## src/rtl/sbsram_pkg.sv

```systemverilog
package sbsram_pkg;

    localparam int BURST_W = 2;

    typedef enum logic [1:0] {
        CYC_IDLE,
        CYC_LOAD,
        CYC_STEP,
        CYC_HOLD
    } cyc_kind_e;

    typedef struct packed {
        logic               act;
        logic [BURST_W-1:0] cnt;
    } burst_st_t;

    function automatic logic [BURST_W-1:0] burst_offset(
        input logic [BURST_W-1:0] start,
        input logic [BURST_W-1:0] cnt,
        input logic               interleave
    );
        return interleave ? (start ^ cnt) : (start + cnt);
    endfunction

endpackage

```

## src/rtl/sbsram_burst_ctrl.sv

```systemverilog
module sbsram_burst_ctrl
    import sbsram_pkg::*;
#(
    parameter int ADDR_W = 6
) (
    input  logic              clk,
    input  logic              rst,
    input  logic              sleep,
    input  logic [ADDR_W-1:0] addr_i,
    input  logic              strb_cpu_n,
    input  logic              strb_ctl_n,
    input  logic              en_main_n,
    input  logic              en_hi,
    input  logic              en_lo_n,
    input  logic              adv_n,
    input  logic              order_sel,
    output logic              acc_o,
    output logic [ADDR_W-1:0] eff_addr_o
);

    burst_st_t         st_q, st_d;
    logic [ADDR_W-1:0] base_q;
    logic              cpu_go, ctl_go, start, chip_ok;
    cyc_kind_e         kind;

    always_comb begin
        cpu_go  = !strb_cpu_n && !en_main_n;
        ctl_go  = !strb_ctl_n;
        start   = cpu_go || ctl_go;
        chip_ok = !en_main_n && en_hi && !en_lo_n;

        if (sleep)         kind = CYC_IDLE;
        else if (start)    kind = chip_ok ? CYC_LOAD : CYC_IDLE;
        else if (st_q.act) kind = adv_n ? CYC_HOLD : CYC_STEP;
        else               kind = CYC_IDLE;

        st_d = st_q;
        case (kind)
            CYC_LOAD: begin
                st_d.act = 1'b1;
                st_d.cnt = '0;
            end
            CYC_STEP: st_d.cnt = st_q.cnt + BURST_W'(1);
            default:  ;
        endcase
        if (!sleep && start && !chip_ok) st_d.act = 1'b0;
    end

    always_comb begin
        if (kind == CYC_LOAD) eff_addr_o = addr_i;
        else eff_addr_o = {base_q[ADDR_W-1:BURST_W],
                           burst_offset(base_q[BURST_W-1:0], st_d.cnt, order_sel)};
    end

    assign acc_o = (kind != CYC_IDLE);

    always_ff @(posedge clk) begin
        if (rst) begin
            st_q   <= '0;
            base_q <= '0;
        end else begin
            st_q <= st_d;
            if (kind == CYC_LOAD) base_q <= addr_i;
        end
    end

    AST_STEP_COUNT: assert property (@(posedge clk) disable iff (rst)
        (kind == CYC_STEP) |=> (st_q.cnt == $past(st_q.cnt) + BURST_W'(1)));

    AST_SLEEP_HOLD: assert property (@(posedge clk) disable iff (rst)
        sleep |=> ($stable(st_q) && $stable(base_q)));

    AST_CPU_BLOCKED: assert property (@(posedge clk) disable iff (rst)
        (!strb_cpu_n && en_main_n && strb_ctl_n && !sleep) |=> $stable(base_q));

endmodule

```

## src/rtl/sbsram_wr_decode.sv

```systemverilog
module sbsram_wr_decode #(
    parameter int LANES = 2
) (
    input  logic             wr_all_n,
    input  logic             wr_byte_n,
    input  logic [LANES-1:0] lane_wr_n,
    output logic [LANES-1:0] lane_we,
    output logic             is_wr
);

    always_comb begin
        if (!wr_all_n)       lane_we = '1;
        else if (!wr_byte_n) lane_we = ~lane_wr_n;
        else                 lane_we = '0;
        is_wr = |lane_we;
    end

endmodule

```

## src/rtl/sbsram_lane.sv

```systemverilog
module sbsram_lane #(
    parameter int DEPTH  = 64,
    parameter int ADDR_W = 6,
    parameter int LANE_W = 8
) (
    input  logic              clk,
    input  logic              we,
    input  logic              re,
    input  logic [ADDR_W-1:0] addr,
    input  logic [LANE_W-1:0] wdata,
    output logic [LANE_W-1:0] rdata_q
);

    logic [LANE_W-1:0] mem [DEPTH];

    always_ff @(posedge clk) begin
        if (we) mem[addr] <= wdata;
        if (re) rdata_q <= mem[addr];
    end

endmodule

```

## src/rtl/sbsram_read_pipe.sv

```systemverilog
module sbsram_read_pipe #(
    parameter int DATA_W = 16
) (
    input  logic              clk,
    input  logic              rst,
    input  logic              sleep,
    input  logic              rd_i,
    input  logic [DATA_W-1:0] rdata_i,
    input  logic              flow_thru_n,
    input  logic              oe_n,
    output logic [DATA_W-1:0] dq_o,
    output logic              dq_oe
);

    typedef struct packed {
        logic              vld;
        logic [DATA_W-1:0] data;
    } stage_t;

    logic   s1_vld;
    stage_t s2_q;

    always_ff @(posedge clk) begin
        if (rst) begin
            s1_vld   <= 1'b0;
            s2_q.vld <= 1'b0;
        end else begin
            s1_vld   <= rd_i;
            s2_q.vld <= s1_vld && !sleep;
        end
        s2_q.data <= rdata_i;
    end

    always_comb begin
        if (flow_thru_n) begin
            dq_o  = s2_q.data;
            dq_oe = s2_q.vld && !oe_n && !sleep;
        end else begin
            dq_o  = rdata_i;
            dq_oe = s1_vld && !oe_n && !sleep;
        end
    end

    AST_FT_LATENCY: assert property (@(posedge clk) disable iff (rst)
        (dq_oe && !flow_thru_n) |-> $past(rd_i));

    AST_PIPE_LATENCY: assert property (@(posedge clk) disable iff (rst)
        (dq_oe && flow_thru_n) |-> $past(rd_i, 2));

endmodule

```

## src/rtl/sync_burst_sram.sv

```systemverilog
module sync_burst_sram
    import sbsram_pkg::*;
#(
    parameter int DEPTH  = 64,
    parameter int LANES  = 2,
    parameter int LANE_W = 8,
    localparam int ADDR_W = $clog2(DEPTH),
    localparam int DATA_W = LANES * LANE_W
) (
    input  logic              clk,
    input  logic              rst,
    input  logic [ADDR_W-1:0] addr_i,
    input  logic [DATA_W-1:0] din,
    input  logic              strb_cpu_n,
    input  logic              strb_ctl_n,
    input  logic              en_main_n,
    input  logic              en_hi,
    input  logic              en_lo_n,
    input  logic              adv_n,
    input  logic              wr_all_n,
    input  logic              wr_byte_n,
    input  logic [LANES-1:0]  lane_wr_n,
    input  logic              oe_n,
    input  logic              flow_thru_n,
    input  logic              order_sel,
    input  logic              sleep,
    output logic [DATA_W-1:0] dq_o,
    output logic              dq_oe
);

    logic              acc;
    logic [ADDR_W-1:0] eff_addr;
    logic [LANES-1:0]  lane_we;
    logic              is_wr;
    logic              rd;
    logic [DATA_W-1:0] rdata;

    sbsram_burst_ctrl #(.ADDR_W(ADDR_W)) u_ctrl (
        .clk        (clk),
        .rst        (rst),
        .sleep      (sleep),
        .addr_i     (addr_i),
        .strb_cpu_n (strb_cpu_n),
        .strb_ctl_n (strb_ctl_n),
        .en_main_n  (en_main_n),
        .en_hi      (en_hi),
        .en_lo_n    (en_lo_n),
        .adv_n      (adv_n),
        .order_sel  (order_sel),
        .acc_o      (acc),
        .eff_addr_o (eff_addr)
    );

    sbsram_wr_decode #(.LANES(LANES)) u_wdec (
        .wr_all_n  (wr_all_n),
        .wr_byte_n (wr_byte_n),
        .lane_wr_n (lane_wr_n),
        .lane_we   (lane_we),
        .is_wr     (is_wr)
    );

    assign rd = acc && !is_wr;

    for (genvar g = 0; g < LANES; g++) begin : g_lane
        sbsram_lane #(.DEPTH(DEPTH), .ADDR_W(ADDR_W), .LANE_W(LANE_W)) u_lane (
            .clk     (clk),
            .we      (acc && lane_we[g]),
            .re      (rd),
            .addr    (eff_addr),
            .wdata   (din[g*LANE_W +: LANE_W]),
            .rdata_q (rdata[g*LANE_W +: LANE_W])
        );
    end

    sbsram_read_pipe #(.DATA_W(DATA_W)) u_rpipe (
        .clk         (clk),
        .rst         (rst),
        .sleep       (sleep),
        .rd_i        (rd),
        .rdata_i     (rdata),
        .flow_thru_n (flow_thru_n),
        .oe_n        (oe_n),
        .dq_o        (dq_o),
        .dq_oe       (dq_oe)
    );

    AST_WR_NO_DRIVE: assert property (@(posedge clk) disable iff (rst)
        (acc && is_wr) |=> !(dq_oe && !flow_thru_n));

    AST_SLEEP_QUIET: assert property (@(posedge clk) disable iff (rst)
        sleep |-> !dq_oe);

endmodule

```

## config.mk

```make
export PLATFORM = sky130hd
export DESIGN_NAME = sync_burst_sram
export DESIGN_NICKNAME = d
export VERILOG_FILES = /design/src/rtl/sbsram_pkg.sv /design/src/rtl/sbsram_burst_ctrl.sv /design/src/rtl/sbsram_wr_decode.sv /design/src/rtl/sbsram_lane.sv /design/src/rtl/sbsram_read_pipe.sv /design/src/rtl/sync_burst_sram.sv
export SDC_FILE = /design/constraint.sdc
export NUM_CORES = 1
export LEC_CHECK = 0
export BUFFER_PORTS_ARGS = -buffer_cell sky130_fd_sc_hd__buf_4
export CORE_UTILIZATION = 55
export CTS_BUF_LIST = sky130_fd_sc_hd__clkbuf_4 sky130_fd_sc_hd__clkbuf_8
export DETAILED_ROUTE_END_ITERATION = 7
export GPL_TIMING_DRIVEN = 0
export PLACE_DENSITY = 0.68
export SLEW_MARGIN = 40
export SYNTH_ARGS = -nofsm -noshare
export SYNTH_HDL_FRONTEND = slang
export SYNTH_HIERARCHICAL = 1
export SYNTH_SLANG_ARGS = --single-unit
```

## constraint.sdc

```tcl
create_clock -name clk -period 10.99 [get_ports clk]
set_clock_uncertainty 0.05 [all_clocks]
set_input_delay 2.198 -clock clk [delete_from_list [all_inputs] [get_ports clk]]
set_output_delay 2.198 -clock clk [all_outputs]
set_load 0.01 [all_outputs]
```

# == After elaboration in Yosys (flattened, before gate mapping) ==
# Memory sizes are Yosys's and may differ from the RTL's. A register that Yosys moved wholly into a read port is not among the register bits.
# Index checks and enable logic that the tools add are counted.
# totals
input_bits,38
register_bits,27
memories,2
word_cells,55
out_inout_bits,17
ramBits,1024
# classes
addsub,2
eq_ne,2
n_reduce_logical,25
n_bitwise,2
muxes,16
# memory_table
memory,words,word_bits,read_ports,rd_clocked_by_memory_dff,write_ports,line_no,text
g_lane[0].u_lane.mem,64,8,1,1,1,sbsram_lane.sv:14,logic [LANE_W-1:0] mem [DEPTH];
g_lane[1].u_lane.mem,64,8,1,1,1,sbsram_lane.sv:14,
# ops
cell,n
2-to-1 mux 16 bit,1
logical AND 1 bit,13
2-to-1 mux 2 bit,6
logical NOT 1 bit,8
2-to-1 mux 1 bit,7
2-to-1 mux 6 bit,1
one-hot mux 2 bit (2 select lines),1
OR reduction 2 bit,2
adder 2 x 1 -> 2 bit (second input constant),1
adder 2 bit,1
== test 2 x 1 -> 1 bit (second input constant),1
== test 2 bit (second input constant),1
inverter 2 bit,1
nonzero test 2 bit,1
XOR 2 bit,1
logical OR 1 bit,1

# == Depth between registers and ports, before layout ==
# depth
ltp_word,11
mapped_depth,21
mapped_depth_nobuf,16

# == Cells and area by module ==
# Netlist, hierarchy kept.
# by_module_without_submodules
module,area_per_inst_um2,cells_per_inst,n_inst,seq_area_each_um2
sbsram_lane,20529.7,1171,2,15615.0
sbsram_read_pipe,639.4,40,1,360.3
sbsram_burst_ctrl,498.0,51,1,180.2
sync_burst_sram,26.3,3,1,0.0
sbsram_wr_decode,21.3,4,1,0.0

# == Worst setup path before layout ==
# No wires, ideal clock.
# synth_timing
kind,input -> register
from,in en_main_n
to,"mem g_lane[0].u_lane.mem[13][0], enable pin"
t_arrival_ns,5.899
stages,17
slack_ns,4.670
path_buffers,4
required_time_ns,10.570
setup_ns,0.370
cell_sequence,o21ai_1 -> nor3b_1 -> a22oi_1 -> ha_1 -> mux2_2 -> ha_1 -> nand2b_1 -> xnor2_1 -> xnor2_1 -> mux2_2 -> buf_6 -> buf_6 -> nor2b_1 -> clkbuf_1 -> clkbuf_1 -> nand3_1 -> nor2_1
# synth_lines
element,line_no,text
start: declaration,sync_burst_sram.sv:16,"input logic en_main_n,"
end: declaration,sbsram_lane.sv:14,

==> results <==
- The flow ran to the end, and the final reports show no timing, DRC or antenna violations.
- For this run the aggregate overflow at the end of global routing stands at 0.
- The register area is 31770 µm².
- For the worst setup path, the data arrival time is 8160 ps.
- The global-route usage over all layers is 0.3163.
- In this run the static leakage power is 0.01493 µW.
- The slowest library cell on the worst path is nor2_1.
- For this run, the slowest stage of the critical path takes 880 ps.
- The commonest non-fill, non-tap cell in the layout is edfxtp_1.
- The number of resized instances in the post-cts repair step is 0.
- The per-instance average area after synthesis is 17.31 µm².
- At the end of the flow, the number of nets in the layout was 2705.
- After synthesis the cells add up to 42240 µm².
- The number of enable-type register cells in the synthesized netlist is 1040.
- For this run, global-route usage on met3 was measured as 0.1158.
- For met2 alone, demand over resource in global routing was 0.4461.
- In this run the horizontal extent of the chip is 279.1 µm.
- Of the synthesized area, sequential elements account for 0.7521.
- After routing the design area is 47420 µm².
- VDD sags by at most 0.1089 mV.
- At the end of routability-driven placement, the weighted congestion stood at 0.9982.
- The worst-case setup margin in the final layout is 3221 ps.
- The fraction of final layout cells sized beyond drive strength 1 is 0.2232.
- The net count of the mapped netlist is 2482.
- The capturing point of the worst reg2reg path is g_lane[1].u_lane/mem[25][3]$_DFFE_PP_.
- The number of buffers between clock root and the deepest sink is 3.
- The initial antenna violation count was 9.
- Prior to clock tree synthesis, the placed netlist has a worst setup slack of 2514 ps.
- The overall die height is 279.1 µm.
- Setup repair after global routing left no endpoint under its margin.
- The path with the worst hold slack has its endpoint at u_rpipe/s2_q[3]$_DFF_P_.
- The number of global-route vias before repair came to 24900.
- Derived from the worst setup path, the maximum achievable clock frequency is 128.7 MHz.
- In the final layout, the multi-input gates occupy 9846 µm².
- The required time at the endpoint of the critical path is 11390 ps.
- The filler cells instantiated in the layout total 5445.
- The filler-free cell count of the finished design is 3831.
- The reg-to-reg critical path startpoint is u_ctrl/st_q[2]$_SDFFE_PP0P_.
- The number of buffers and inverters on the critical path is 5.
- The H-tree was split into 4 levels.
- The average routed wire per standard cell is 31.92 µm.
- The element type at the critical path end is a flip-flop.
- The final clock period utilization by the worst path is 0.7069.
- The number of endpoints with negative hold slack in the final report is 0.
- The row count is 101.
- The startpoint identified for the worst hold timing path is g_lane[0].u_lane/rdata_q[3]$_DFFE_PP_.
- Among all flip-flop cells after synthesis, the most frequent one is edfxtp_1.
- Setup violations remaining at the end of the flow were counted as 0.
- In this run the standard cell core region covers 75950 µm².
- The fraction of registers with async set/reset is 0.
- The number of hold buffers added after CTS was 0.
- During synthesis, Yosys emitted a total of 6 warnings.
- From synthesis to final layout, the design area changed by 12.25%.
- The final core utilization is 0.6243.
- The worst hold path was traced through 0 stages.
- In this run the number of cells on the critical path is 15.
- Clock-pin slew was measured on the worst setup and hold paths at 60 ps.
- The number of port buffers is 53.
- The half-perimeter wire length after placement is 80480 µm.
- The pre-antenna-repair detailed-routing pass consisted of 6 iterations.
- Traced cell by cell, the critical path runs through buf_4 > o21ai_1 > nor3b_1 > a22oi_1 > ha_1 > mux2_2 > ha_1 > inv_1 > o21ai_1 > buf_4 > nor2b_1 > clkbuf_1 > clkbuf_1 > nand2_1 > nor2_1.
- The number of remaining DRC errors is 0.
- TritonCTS built the clock tree.
- The synthesized instance count is 2440.
- Across the run, the number of max-cap violations was 0.
- The initial utilization of the core area, before any placement, comes to 0.5562.
- The worst hold path belongs to the class flip-flop to flip-flop.
- The layer flagged by global routing as most heavily used is met2.
- The worst setup path is launched from an input pin.
- The number of distinct library cells after synthesis is 65.
- In this run the worst path has a maximum fanout of 10.
- After routing, the total negative slack on setup checks comes to 0 ps.
- Headroom to the max-slew limit came out at 0.3529.
- The first global-routing pass estimated 173100 µm of wire.
- The buffers inserted during post-CTS setup optimization is 0.
- CTS placed an instance of clkbuf_8 at the clock tree root.
- The count of clock tree sinks is 1067.
- The number of cells traversed by the worst register-to-register path is 13.
- At the pin with the least slew margin, the transition time is 968.4 ps.
- The count of pins over their slew limit was 0.
- The clock latency of the later-clocked register in the worst-skew pair is 820 ps.
- 55 I/O pins were placed.
- In this run, placement finished with an instance count of 3523.
- In the global route stage, met1 resource usage came out at 0.4448.
- The flip-flop and latch count after synthesis is 1067.
- The overall die area is 77920 µm².
- The number of DRC markers after the initial detailed-route iteration is 4280.
- The count of nets left with antenna violations once routing finished came out at 0.
- The setup check on the worst reg-to-reg path leaves a slack of 4450 ps.
- The worst setup path category is input pin to flip-flop.
- The instance area after placement is 44010 µm².
- Among cell families on the critical path, the largest total delay comes from simple AND/OR/NAND/NOR gates.
- The worst path needs 7769 ps of the cycle, external delays included.
- In this run the power density over the cells is 169.9 nW/µm².
- Wires add up to 122300 µm.
- Clock tree synthesis inserted a total of 168 buffers.
- Leaving out fill and tap cells, the most frequent cells in the layout are 1040 x edfxtp_1, 169 x clkbuf_8, 128 x mux2i_1, 97 x nor2_1, 92 x nand2_1.
- After detailed routing, the number of vias per cell comes to 6.658.
- The final route contains 25510 vias.
- Entering global routing, the biggest net connects 65 pins.
report_power, final:
part	switching (µW)	total [µW]	internal, µW
logic	262	364	102
registers	0.940	4470	4470
clock network	1540	3220	1690
total	1800	8060	6260
cells in the mapped netlist, types with 22 or more instances:
| cell type | count | share of area |
|---|---|---|
| edfxtp_1 | 1040 | 0.74 |
| nor2_1 | 168 | 0.015 |
| mux2i_1 | 128 | 0.030 |
| nand2_1 | 92 | 0.0082 |
| mux4_2 | 82 | 0.044 |
| a22oi_1 | 81 | 0.014 |
| clkbuf_1 | 72 | 0.0064 |
| buf_2 | 61 | 0.0072 |
| a21oi_1 | 58 | 0.0069 |
| nand2b_1 | 50 | 0.0074 |
| o22ai_1 | 44 | 0.0065 |
| a221oi_1 | 42 | 0.0087 |
| a31oi_1 | 30 | 0.0044 |
| dfxtp_1 | 27 | 0.013 |
| nand3b_1 | 24 | 0.0043 |
| a221o_1 | 22 | 0.0052 |
| nor2b_1 | 22 | 0.0033 |
| o22a_1 | 22 | 0.0046 |
kinds of logic (layout without fill, tap and decap cells):
family	Yosys count	count (layout)	share of synthesized area
XOR/XNOR	2	2	0.0004147
other	0	5	0
AO/OA/AOI/OAI	454	454	0.07973
buffers and inverters	175	531	0.02041
multiplexers	256	256	0.08711
adder cells (fa/ha/maj)	4	4	0.001185
flip-flops	1067	1067	0.7521
AND/OR/NAND/NOR	482	482	0.05909
area by class of cell:
class                   instances  area share
flip-flops and latches       1067      0.6700
multi-input cells            1198      0.2076
clock buffers                 233     0.05919
well taps                    1030     0.02718
plain buffers                 165     0.01760
clock inverters                70    0.008945
repair buffers                 53    0.008391
inverters                      10   0.0007916
diodes                          5   0.0002639
sequential cells by signal, summed over array words and instances, names as in the netlist:
name                   cells
u_rpipe/s2_q              17
u_rpipe/s1_vld             1
u_ctrl/st_q                3
u_ctrl/base_q              6
g_lane.u_lane/mem       1024
g_lane.u_lane/rdata_q     16
worst max path at each step:
stage,start,endpoint
floorplan,en_main_n,g_lane[0].u_lane/mem[13][0]$_DFFE_PP_
global placement,en_main_n,g_lane[1].u_lane/mem[61][2]$_DFFE_PP_
detailed placement,en_main_n,g_lane[1].u_lane/mem[53][4]$_DFFE_PP_
CTS,en_main_n,g_lane[1].u_lane/mem[53][3]$_DFFE_PP_
global route,en_main_n,g_lane[1].u_lane/mem[49][4]$_DFFE_PP_
finish,en_main_n,g_lane[1].u_lane/mem[25][3]$_DFFE_PP_
routing by layer:
metal,vias up,wire length [µm]
li1,10380,-
met1,12780,45990
met2,1972,52320
met3,368,18600
met4,4,5334
met5,-,34
stage by stage:
step,hold WS (ps),total power [µW]
floorplan,294.1,4715
global placement,301.4,4894
detailed placement,308.1,4902
CTS,314.9,8082
global route,316.5,8274
finish,318.3,8056
(Power assumes the default switching activity.)
